`src/rtl/burst_gate_pkg.sv`:
```
package burst_gate_pkg;
    typedef enum logic [1:0] {
        ST_IDLE = 2'd0,
        ST_RUN  = 2'd1,
        ST_DONE = 2'd2
    } burst_state_e;
endpackage

```
`src/rtl/burst_trig_sync.sv`:
```
module burst_trig_sync #(
    parameter int SYNC_STAGES = 2
) (
    input  logic clk,
    input  logic rst_n,
    input  logic async_in,
    output logic rise_out
);
    logic [SYNC_STAGES-1:0] chain_q;
    logic                   last_q;

    always_ff @(posedge clk) begin
        if (!rst_n) begin
            chain_q <= '0;
            last_q  <= 1'b0;
        end else begin
            chain_q[0] <= async_in;
            for (int i = 1; i < SYNC_STAGES; i++) begin
                chain_q[i] <= chain_q[i-1];
            end
            last_q <= chain_q[SYNC_STAGES-1];
        end
    end

    assign rise_out = chain_q[SYNC_STAGES-1] & ~last_q;

    // An edge is reported for one cycle only (supports R8)
    assert_rise_single_R8: assert property (@(posedge clk) disable iff (!rst_n)
        rise_out |=> !rise_out);
endmodule

```
`src/rtl/burst_cfg.sv`:
```
module burst_cfg #(
    parameter int CNT_W = 16
) (
    input  logic             clk,
    input  logic             rst_n,
    input  logic             load,
    input  logic [CNT_W-1:0] cfg_period,
    input  logic [CNT_W-1:0] cfg_window,
    input  logic [CNT_W-1:0] cfg_delay,
    input  logic [CNT_W-1:0] cfg_width,
    output logic [CNT_W-1:0] per_q,
    output logic [CNT_W-1:0] win_q,
    output logic [CNT_W-1:0] dly_q,
    output logic [CNT_W-1:0] wid_q
);
    localparam logic [CNT_W-1:0] MIN_PER = CNT_W'(2);

    logic [CNT_W-1:0] per_e, win_e, wid_e;
    logic [CNT_W:0]   span;

    always_comb begin
        per_e = (cfg_period < MIN_PER) ? MIN_PER : cfg_period;
        win_e = (cfg_window == '0) ? CNT_W'(1) : cfg_window;
        span  = {1'b0, cfg_delay} + {1'b0, cfg_width};
        if (span >= {1'b0, per_e}) begin
            wid_e = (cfg_delay < per_e - 1'b1) ? (per_e - 1'b1 - cfg_delay) : '0;
        end else begin
            wid_e = cfg_width;
        end
    end

    always_ff @(posedge clk) begin
        if (!rst_n) begin
            per_q <= MIN_PER;
            win_q <= CNT_W'(1);
            dly_q <= '0;
            wid_q <= '0;
        end else if (load) begin
            per_q <= per_e;
            win_q <= win_e;
            dly_q <= cfg_delay;
            wid_q <= wid_e;
        end
    end

    assert_period_floor_R5: assert property (@(posedge clk) disable iff (!rst_n)
        (per_q >= MIN_PER) && (win_q != '0));
    assert_gate_fits_R4: assert property (@(posedge clk) disable iff (!rst_n)
        (wid_q == '0) || (({1'b0, dly_q} + {1'b0, wid_q}) < {1'b0, per_q}));
endmodule

```
`src/rtl/burst_fsm.sv`:
```
module burst_fsm
    import burst_gate_pkg::*;
#(
    parameter int CNT_W = 16
) (
    input  logic             clk,
    input  logic             rst_n,
    input  logic             trig_rise,
    input  logic [CNT_W-1:0] per_q,
    input  logic [CNT_W-1:0] win_q,
    input  logic [CNT_W-1:0] dly_q,
    input  logic [CNT_W-1:0] wid_q,
    output logic             load,
    output logic             bin_pulse,
    output logic             gate_out,
    output logic             burst_done,
    output logic             busy,
    output logic             overlap_flag
);
    burst_state_e     state_q;
    logic [CNT_W-1:0] ph_q;
    logic [CNT_W-1:0] cyc_q;

    assign load = (state_q == ST_IDLE) && trig_rise;

    // State register and counters
    always_ff @(posedge clk) begin
        if (!rst_n) begin
            state_q      <= ST_IDLE;
            ph_q         <= '0;
            cyc_q        <= '0;
            overlap_flag <= 1'b0;
        end else begin
            if (trig_rise && (state_q != ST_IDLE)) begin
                overlap_flag <= 1'b1;
            end
            unique case (state_q)
                ST_IDLE: begin
                    if (trig_rise) begin
                        state_q <= ST_RUN;
                        ph_q    <= '0;
                        cyc_q   <= '0;
                    end
                end
                ST_RUN: begin
                    cyc_q <= cyc_q + 1'b1;
                    ph_q  <= (ph_q == per_q - 1'b1) ? '0 : ph_q + 1'b1;
                    if (cyc_q == win_q - 1'b1) begin
                        state_q <= ST_DONE;
                    end
                end
                ST_DONE: begin
                    state_q <= ST_IDLE;
                end
                default: state_q <= ST_IDLE;
            endcase
        end
    end

    // Outputs
    always_comb begin
        bin_pulse  = 1'b0;
        gate_out   = 1'b0;
        burst_done = 1'b0;
        busy       = (state_q != ST_IDLE);
        unique case (state_q)
            ST_IDLE: ;
            ST_RUN: begin
                bin_pulse = (ph_q == '0);
                gate_out  = (ph_q >= dly_q) &&
                            ({1'b0, ph_q} < ({1'b0, dly_q} + {1'b0, wid_q}));
            end
            ST_DONE: burst_done = 1'b1;
            default: ;
        endcase
    end

    assert_bin_one_cycle_R2: assert property (@(posedge clk) disable iff (!rst_n)
        bin_pulse |=> !bin_pulse);
    assert_gate_gap_R4: assert property (@(posedge clk) disable iff (!rst_n)
        bin_pulse |-> !$past(gate_out));
    assert_quiet_idle_R3: assert property (@(posedge clk) disable iff (!rst_n)
        !busy |-> (!bin_pulse && !gate_out));
    assert_done_retire_R6: assert property (@(posedge clk) disable iff (!rst_n)
        burst_done |=> (!burst_done && !busy));
    assert_flag_sticky_R7: assert property (@(posedge clk) disable iff (!rst_n)
        overlap_flag |=> overlap_flag);
endmodule

```
`src/rtl/burst_gate_gen.sv`:
```
module burst_gate_gen #(
    parameter int CNT_W       = 16,
    parameter int SYNC_STAGES = 2
) (
    input  logic             clk,
    input  logic             rst_n,
    input  logic             trig_in,
    input  logic [CNT_W-1:0] cfg_period,
    input  logic [CNT_W-1:0] cfg_window,
    input  logic [CNT_W-1:0] cfg_delay,
    input  logic [CNT_W-1:0] cfg_width,
    output logic             bin_pulse,
    output logic             gate_out,
    output logic             burst_done,
    output logic             busy,
    output logic             overlap_flag
);
    logic             trig_rise, load;
    logic [CNT_W-1:0] per_q, win_q, dly_q, wid_q;

    burst_trig_sync #(.SYNC_STAGES(SYNC_STAGES)) u_sync (
        .clk      (clk),
        .rst_n    (rst_n),
        .async_in (trig_in),
        .rise_out (trig_rise)
    );

    burst_cfg #(.CNT_W(CNT_W)) u_cfg (
        .clk        (clk),
        .rst_n      (rst_n),
        .load       (load),
        .cfg_period (cfg_period),
        .cfg_window (cfg_window),
        .cfg_delay  (cfg_delay),
        .cfg_width  (cfg_width),
        .per_q      (per_q),
        .win_q      (win_q),
        .dly_q      (dly_q),
        .wid_q      (wid_q)
    );

    burst_fsm #(.CNT_W(CNT_W)) u_fsm (
        .clk          (clk),
        .rst_n        (rst_n),
        .trig_rise    (trig_rise),
        .per_q        (per_q),
        .win_q        (win_q),
        .dly_q        (dly_q),
        .wid_q        (wid_q),
        .load         (load),
        .bin_pulse    (bin_pulse),
        .gate_out     (gate_out),
        .burst_done   (burst_done),
        .busy         (busy),
        .overlap_flag (overlap_flag)
    );
endmodule

```
`config.mk`:
```
export PLATFORM = sky130hd
export DESIGN_NAME = burst_gate_gen
export DESIGN_NICKNAME = d
export VERILOG_FILES = /design/src/rtl/burst_gate_pkg.sv /design/src/rtl/burst_trig_sync.sv /design/src/rtl/burst_cfg.sv /design/src/rtl/burst_fsm.sv /design/src/rtl/burst_gate_gen.sv
export SDC_FILE = /design/constraint.sdc
export NUM_CORES = 1
export LEC_CHECK = 0
export ABC_AREA = 1
export BUFFER_PORTS_ARGS = -buffer_cell sky130_fd_sc_hd__buf_4
export CORE_MARGIN = 2
export CORE_UTILIZATION = 40
export CTS_CLUSTER_DIAMETER = 200
export DETAILED_ROUTE_END_ITERATION = 10
export SYNTH_ARGS = -nofsm -noshare
export SYNTH_HDL_FRONTEND = slang
export SYNTH_HIERARCHICAL = 1
export SYNTH_SLANG_ARGS = --single-unit
```
`constraint.sdc`:
```
create_clock -name clk -period 5.2 [get_ports clk]
set_input_delay 1.04 -clock clk [delete_from_list [all_inputs] [get_ports clk]]
set_output_delay 1.04 -clock clk [all_outputs]
set_load 0.03 [all_outputs]
```
== Word-level counts from Yosys, hierarchy flattened ==
Index checks and enable logic that the tools add are counted.

* Flip-flop bits (word level): 102
* Latch bits: 0
* Memory bits (writable): 0
* ROM bits: 0
* Input port bits: 67
* Logic and storage cells: 55
* Memories kept: 0

* Add/sub/neg operators: 8
* Multipliers: 0
* Div/mod/pow operators: 0
* $lt $le $gt $ge: 5
* Eq/ne operators: 6
* Shift-type cells: 0
* Multiplexer cells: 14
* Bitwise operators: 2
* Reductions and logical operators: 10

{| class="wikitable"
|+ Operators by type and width
! kind !! number
|-
| two-way mux 16 bit || 6
|-
| case mux 16 bit (2 select lines) || 2
|-
| subtractor 16 x 1 -> 16 bit (second input constant) || 3
|-
| adder 16 x 16 -> 17 bit || 2
|-
| adder 16 x 1 -> 16 bit (second input constant) || 2
|-
| equality test 16 bit || 2
|-
| logical NOT 16 bit || 2
|-
| >= comparator 17 x 16 -> 1 bit || 1
|-
| less-than comparator 16 x 17 -> 1 bit || 1
|-
| >= comparator 16 bit || 1
|-
| less-than comparator 16 bit || 1
|-
| less-than comparator 16 x 2 -> 1 bit (second input constant) || 1
|-
| subtractor 16 bit || 1
|-
| two-way mux 2 bit || 2
|-
| != test 2 x 1 -> 1 bit (second input constant) || 2
|-
| case mux 2 bit (2 select lines) || 1
|-
| AND reduction 2 bit || 2
|-
| nonzero test 2 bit || 2
|-
| logical AND 1 bit || 3
|-
| two-way mux 1 bit || 3
|-
| equality test 2 x 1 -> 1 bit (second input constant) || 1
|-
| equality test 2 bit (second input constant) || 1
|-
| logical NOT 2 bit || 1
|-
| AND 1 bit || 1
|-
| inverter 1 bit || 1
|}

== Longest topological paths before layout ==
Gate-level depths: netlist of run 1.

* Word-level depth: 6
* Gate-level depth with buffers: 25

== Cells and area by module ==
The synthesis of run 1 kept the hierarchy.

{| class="wikitable"
|+ By module, submodules not included
! module !! instances !! cells each !! area each (um2) !! seq. area each (um2)
|-
| burst_cfg || 1 || 727 || 4880.9 || 1281.2
|-
| burst_fsm || 1 || 719 || 4444.3 || 700.7
|-
| burst_trig_sync || 1 || 11 || 92.6 || 60.1
|}

== Worst setup path after synthesis of run 1 ==
No wires, ideal clock.

* Path kind: input -> register
* Start: input cfg_period[2]
* End: register u_cfg.wid_q[14]
* Setup time: 0.117 ns
* Data arrival time: 3.966 ns
* Required time: 5.083 ns
* Setup slack: 1.117 ns
* Cell stages on the path: 25
* Path buffers: 1
* Path through: inv_1 -> nand2_1 -> nor3_1 -> nand3_1 -> inv_1 -> nor2_1 -> inv_1 -> ha_1 -> nand3_1 -> nor2_1 -> nand4_1 -> nor3_1 -> xor2_1 -> inv_1 -> ha_1 -> inv_1 -> nor3_1 -> nand2_1 -> o21ai_1 -> a21oi_4 -> buf_4 -> nand2_1 -> a21oi_2 -> nor2_1 -> nor2_1

* Word-level cells in the longest chain between the ends: 6

{| class="wikitable"
|+ Ends and longest elaborated chain
! what !! RTL line !! RTL
|-
| start, declared || burst_gate_gen.sv:8 || <nowiki>input logic [CNT_W-1:0] cfg_period,</nowiki>
|-
| less-than comparator 16 x 2 -> 1 bit (*) || burst_cfg.sv:22 || <nowiki>per_e = (cfg_period < MIN_PER) ? MIN_PER : cfg_period;</nowiki>
|-
| two-way mux 16 bit (*) || burst_cfg.sv:22 ||
|-
| named net u_cfg.per_e[0] || burst_cfg.sv:18 || <nowiki>logic [CNT_W-1:0] per_e, win_e, wid_e;</nowiki>
|-
| subtractor 16 x 1 -> 16 bit || burst_cfg.sv:26 || <nowiki>wid_e = (cfg_delay < per_e - 1'b1) ? (per_e - 1'b1 - cfg_delay) : '0;</nowiki>
|-
| subtractor 16 bit or less-than comparator 16 bit (tied branches) || burst_cfg.sv:26 ||
|-
| two-way mux 16 bit || burst_cfg.sv:26 ||
|-
| two-way mux 16 bit (*) || burst_cfg.sv:25 || <nowiki>if (span >= {1'b0, per_e}) begin</nowiki>
|-
| end signal, assigned || burst_cfg.sv:42 || <nowiki>wid_q <= wid_e;</nowiki>
|-
| end, declared || burst_cfg.sv:14 || <nowiki>output logic [CNT_W-1:0] wid_q</nowiki>
|}

The timed path passes the listed nets; every way through them passes the cells marked *.
A chain may end at the register's enable or synchronous reset.

== Final worst setup path of run 1 ==
* Start: input cfg_period[13]
* End: register u_cfg.wid_q[9]

Same word-level chain as after synthesis.

==> impl_metrics.json, run 1 <==
{
  "synthMuxAreaShare": 0,
  "period_needed_ns": 4.56,
  "clockBufferDepth": 2,
  "postSynthCellCount": 1457,
  "finalCritPeriodShare": 0.877,
  "io_buffers": 71,
  "path_class": "in2reg",
  "post_cts_buffers": 0,
  "final_antenna_net_count": 0,
  "seq_area_um2": 2040,
  "synth_edf_count": 0,
  "power_density_nw_per_um2": 225,
  "syn-num-nets": 1628,
  "clock.fmax_mhz": 219,
  "cts_made_buffers": 9,
  "post_drt_wl_per_cell_um": 15.4,
  "gp_congestion": 0.953,
  "yosysSeqAreaShare": 0.217,
  "outcome": "completed",
  "skew_ns": 0.0112,
  "vdd_drop_max_mv": 0.176,
  "hold_viol": 0,
  "syn2layout_area_growth_pct": 11.6,
  "clkTransAtPathRegs_ns": 0.07,
  "drc": 0,
  "pin_count": 72,
  "yosysWarnings": 6,
  "cp-end-kind": "flip-flop",
  "relSlewSlack": 0.355,
  "grt_usage": 0.234,
  "cp.arrival_ns": 4.85,
  "cts_tree": "done",
  "synthesis.area_um2": 9420,
  "hold_path_class": "reg2reg",
  "start_kind": "input port",
  "cts_htree_levels": 3,
  "final_util": 0.452,
  "cts_sinks": 102,
  "root_buffer": "clkbuf_16",
  "dp_cells": 1814,
  "fp.coreArea_um2": 23300,
  "die_y_um": 157,
  "multi_input_area_um2": 6520,
  "final_cells": 1830,
  "synth_top_family_by_area": "simple AND/OR/NAND/NOR gates",
  "ys_seq_elements": 102,
  "post_drt_via_cell_ratio": 5.13,
  "grt_overflow": 0,
  "rsz0062_at_grt": "false",
  "ys_types": 51,
  "synth_fa_ha_area_frac": 0.141,
  "synth_xor_area_frac": 0.0740,
  "cp.required_ns": 5.49,
  "n_antenna_cell": 0,
  "drtIter0Drc": 555,
  "dominantRegCellSynth": "dfxtp_1",
  "drt-total-wl_um": 28200,
  "synth_compound_area_frac": 0.156,
  "start_util": 0.405,
  "dr.pass1.iters": 5,
  "drive_gt1_frac": 0.0966,
  "grt_max_degree": 95,
  "worst-r2r-setup-slack_ns": 3.00,
  "fin_tns_setup_ns": 0,
  "avgSynthCellArea_um2": 6.46,
  "worstSkewPairLatency_ns": 0.35,
  "cts_resized": 0,
  "drv_slew": 0,
  "worstMarginPinSlew_ns": 0.965,
  "finalSetupViolations": 0,
  "antenna_found_initial": 0,
  "synthArstFlopShare": 0,
  "power.leakage_nw": 5.04,
  "die-area_um2": 24800,
  "hpwlAfterDp_um": 22900,
  "vias": 9391,
  "fin_nets": 1677,
  "synthSimpleGateAreaFrac": 0.322,
  "worstPathMaxFanout": 16,
  "grt_pass1_vias": 8894,
  "fin_area_um2": 10500,
  "n_fill_cell": 2555,
  "grt_pass1_wl_um": 45300,
  "cts-hold-fix-buffers": 0,
  "cap_violations": 0,
  "fp.dieW_um": 157,
  "num_rows": 56,
  "placed_cell_area_um2": 10200
}
## final cells by class
cell class	instances	area share
Clock buffer	9	0.0214
Clock inverter	7	0.00857
Inverter	179	0.0639
Multi-Input combinational cell	1141	0.621
Sequential cell	102	0.194
Tap cell	319	0.0380
Timing Repair Buffer	73	0.0533
## flip-flops by register name, summed over array words and instances, names as in the netlist
| register | cells |
|---|---|
| u_cfg/per_q | 16 |
| u_cfg/dly_q | 16 |
| u_fsm/cyc_q | 16 |
| u_fsm/overlap_flag | 1 |
| u_cfg/wid_q | 16 |
| u_sync/chain_q | 2 |
| u_fsm/state_q | 2 |
| u_cfg/win_q | 16 |
| u_fsm/ph_q | 16 |
| u_sync/last_q | 1 |
## path summary, 6_finish.rpt
path	from	endpoint	cells after the start
worst max register to register	u_sync/chain_q[1]	u_cfg/dly_q[0]	7
worst min register to register	u_sync/chain_q[0]	u_sync/chain_q[1]	2
worst max-delay path	cfg_period[13]	u_cfg/wid_q[9]	25
worst min-delay path	u_sync/chain_q[0]	u_sync/chain_q[1]	2
## worst max-delay path, stage by stage
cell and delay [ns]:
buf_4 0.12, inv_1 0.11, nand2_1 0.09, nor3_1 0.25
nand3_1 0.14, inv_1 0.07, nor2_1 0.10, inv_1 0.10
ha_1 0.19, nand3_1 0.16, nor2_1 0.25, nand4_1 0.17
nor3_1 0.29, xor2_1 0.21, inv_1 0.08, ha_1 0.36
inv_1 0.13, nor3_1 0.06, nand2_1 0.05, o21ai_1 0.08
a21oi_4 0.39, nand3_1 0.14, a21oi_2 0.13, nor2_1 0.06
nor2_1 0.08
## cell usage in the layout (no fill, tap or decap), types with 3 or more instances in the layout
master	n
a211oi_1	4
a21oi_1	104
a21oi_2	18
a31oi_1	3
buf_4	72
clkbuf_16	9
dfxtp_1	102
fa_1	3
ha_1	101
inv_1	175
inv_2	3
nand2_1	311
nand2_2	5
nand3_1	104
nand3_2	3
nand3b_1	10
nand4_1	23
nor2_1	189
nor2_2	9
nor2_4	5
nor3_1	24
nor4_1	8
o211ai_1	4
o21ai_0	98
o21ai_1	4
o21ai_2	10
o21bai_1	4
xnor2_1	26
xor2_1	51
## cell usage after synthesis (2+ instances only)
cell type | instances | area share
a211oi_1 | 4 | 0.0032
a21oi_1 | 104 | 0.055
a21oi_2 | 18 | 0.017
a221oi_1 | 2 | 0.0019
a31oi_1 | 3 | 0.0020
and3_1 | 2 | 0.0013
buf_2 | 7 | 0.0037
buf_6 | 3 | 0.0036
clkbuf_1 | 19 | 0.0076
clkbuf_2 | 3 | 0.0016
dfxtp_1 | 102 | 0.22
fa_1 | 3 | 0.0064
ha_1 | 101 | 0.13
inv_1 | 175 | 0.070
inv_2 | 3 | 0.0012
nand2_1 | 311 | 0.12
nand2_2 | 5 | 0.0033
nand3_1 | 104 | 0.055
nand3_2 | 3 | 0.0032
nand3b_1 | 10 | 0.0080
nand4_1 | 23 | 0.015
nor2_1 | 189 | 0.075
nor2_2 | 10 | 0.0066
nor2_4 | 4 | 0.0048
nor3_1 | 24 | 0.013
nor4_1 | 8 | 0.0053
o211ai_1 | 4 | 0.0032
o21a_1 | 2 | 0.0016
o21ai_0 | 98 | 0.052
o21ai_1 | 4 | 0.0021
o21ai_2 | 10 | 0.0093
o21bai_1 | 4 | 0.0032
or2_1 | 2 | 0.0013
xnor2_1 | 26 | 0.024
xor2_1 | 51 | 0.047
## through the flow
| step | worst slack (ns) | power, W | hold slack (ns) |
|---|---|---|---|
| floorplan | 1.12 | 0.00142 | 0.386 |
| global placement | 0.437 | 0.00165 | 0.404 |
| detailed placement | 0.389 | 0.00165 | 0.395 |
| CTS | 0.662 | 0.00239 | 0.420 |
| global route | 0.130 | 0.00253 | 0.448 |
| finish | 0.637 | 0.00236 | 0.422 |
## power by group
part | leakage [nW] | switching [W] | internal (W)
Combinational | 4.06 | 0.000499 | 0.000287
Sequential | 0.830 | 0.0000361 | 0.000814
Clock | 0.153 | 0.000339 | 0.000386
## per-layer routing
| metal | track usage | vias up | wire [um] |
|---|---|---|---|
| li1 | - | 4917 | - |
| met4 | 0.0792 | 0 | 799 |
| met1 | 0.284 | 4252 | 12500 |
| met3 | 0.0284 | 37 | 1000 |
| met5 | 0 | - | 0 |
| met2 | 0.424 | 185 | 13900 |
## cell families after synthesis
logic type | after synthesis
compound gates | 258
xor+xnor | 78
fa+ha+maj | 104
buf+inv | 214
flops | 102
simple gates | 701
Note: power is estimated with default switching activity, not from simulation.
==> run 2: changes to the inputs <==
Settings changed: REMOVE_ABC_BUFFERS from default to 1.
==> run 2 against run 1 <==
Effect of this change: flip-flop and latch count is the same; design area is essentially flat; sequential share of layout area is essentially flat; largest power group unchanged; global-route usage grew 0.24 points; routed wire length grew 2.5%.
==> impl_metrics.json, run 2 (synthesized netlist as in run 1, its figures left out) <==
{
  "clock.fmax_mhz": 217,
  "io_buffers": 71,
  "drc": 0,
  "hold_viol": 0,
  "final_antenna_net_count": 0,
  "cp.required_ns": 5.51,
  "rsz0062_at_grt": "false",
  "grt_max_degree": 110,
  "hold_path_class": "reg2reg",
  "seq_area_um2": 2040,
  "worstSkewPairLatency_ns": 0.37,
  "syn2layout_area_growth_pct": 11.6,
  "layout_commonest_cell": "nand2_1",
  "path_class": "in2reg",
  "drtIter0Drc": 682,
  "root_buffer": "clkbuf_16",
  "final_cells": 1832,
  "cts_sinks": 102,
  "fin_area_um2": 10500,
  "cts_made_buffers": 9,
  "relSlewSlack": 0.364,
  "n_fill_cell": 2524,
  "cp-end-kind": "flip-flop",
  "dr.pass1.iters": 5,
  "clkTransAtPathRegs_ns": 0.08,
  "fp.dieW_um": 157,
  "fp.coreArea_um2": 23300,
  "post_drt_via_cell_ratio": 5.17,
  "total_power_w": 0.00235,
  "power_density_nw_per_um2": 223,
  "finalCritPeriodShare": 0.887,
  "n_antenna_cell": 0,
  "setup_ws_ns": 0.587,
  "cap_violations": 0,
  "cts-hold-fix-buffers": 0,
  "num_rows": 56,
  "worstPathMaxFanout": 16,
  "period_needed_ns": 4.61,
  "grt_pass1_wl_um": 45600,
  "finalSetupViolations": 0,
  "drive_gt1_frac": 0.0978,
  "antenna_found_initial": 0,
  "cp.arrival_ns": 4.92,
  "grt_overflow": 0,
  "worstMarginPinSlew_ns": 0.954,
  "multi_input_area_um2": 6520,
  "fin_tns_setup_ns": 0,
  "cts_tree": "done",
  "hpwlAfterDp_um": 23700,
  "drv_slew": 0,
  "fin_nets": 1679,
  "outcome": "completed",
  "start_kind": "input port",
  "grt_usage": 0.236,
  "cts_htree_levels": 3,
  "pin_count": 72,
  "dp_slack_ns": 0.286,
  "die-area_um2": 24800,
  "vias": 9466,
  "grt_pass1_vias": 8764,
  "post_cts_buffers": 0,
  "placed_cell_area_um2": 10200,
  "power.leakage_nw": 5.04,
  "drt-total-wl_um": 28900,
  "final_cell_mix": "nand2_1 (311), nor2_1 (189), inv_1 (175)",
  "dp_cells": 1816,
  "gp_congestion": 0.967,
  "cts_resized": 0,
  "skew_ns": 0.0130,
  "start_util": 0.405,
  "vdd_drop_max_mv": 0.143,
  "die_y_um": 157,
  "post_drt_wl_per_cell_um": 15.8,
  "clockBufferDepth": 2
}
==> run 2: changes by cell type in the layout (fill, tap and decap cells not counted) <==
cell,previous run,this run
clkinv_8,1,2
inv_12,0,1
buf_12,1,0
buf_4,72,75
inv_6,1,2
clkinv_2,1,0
inv_8,2,1
bufinv_16,1,0
==> run 2: power breakdown <==
part           switching (W)  internal (W)  total [W]
registers          0.0000398      0.000814   0.000853
clock network       0.000363      0.000347   0.000710
logic               0.000499      0.000284   0.000783
==> run 2: stage by stage <==
| step | hold slack, ns | utilization |
|---|---|---|
| 2_1_floorplan | 0.386 | - |
| 3_3_place_gp | 0.395 | 0.438 |
| 3_5_place_dp | 0.414 | 0.438 |
| 4_1_cts | 0.417 | 0.452 |
| 5_1_grt | 0.429 | 0.452 |
| 6_report | 0.416 | 0.452 |
==> run 2: critical path, stage by stage <==
cell and delay (ns):
buf_4 0.12, inv_1 0.15, nand2_1 0.10, nor3_1 0.27, nand3_1 0.16, inv_1 0.08, nor2_1 0.10, inv_1 0.09
ha_1 0.19, nand3_1 0.16, nor2_1 0.28, nand4_1 0.21, nor3_1 0.23, xor2_1 0.18, inv_1 0.06, ha_1 0.38
nand3_1 0.12, nand3_1 0.09, o21ai_1 0.10, a21oi_4 0.37, nand3_1 0.17, a21oi_2 0.14, nor2_1 0.06, nor2_1 0.07
==> run 2: cell type report <==
class,count,share of cell area
Sequential cell,102,0.194
Tap cell,319,0.0380
Clock inverter,7,0.00810
Timing Repair Buffer,75,0.0536
Multi-Input combinational cell,1141,0.621
Clock buffer,9,0.0214
Inverter,179,0.0639
==> run 2: path summary, 6_finish.rpt <==
check	to	from	cells past startpoint	slack (ns)
setup reg to reg	u_fsm/ph_q[3]	u_cfg/per_q[0]	13	2.93
hold / removal	u_sync/last_q	u_sync/chain_q[1]	2	0.42
setup / recovery	u_cfg/wid_q[11]	cfg_period[12]	24	0.59
hold reg to reg	u_sync/last_q	u_sync/chain_q[1]	2	0.42
==> run 2: metal layers <==
| layer | share of wire | global-route usage |
|---|---|---|
| met1 | 0.47 | 0.315 |
| met4 | 0.024 | 0.0745 |
| met2 | 0.47 | 0.398 |
| met3 | 0.038 | 0.0275 |
| met5 | 0 | 0 |
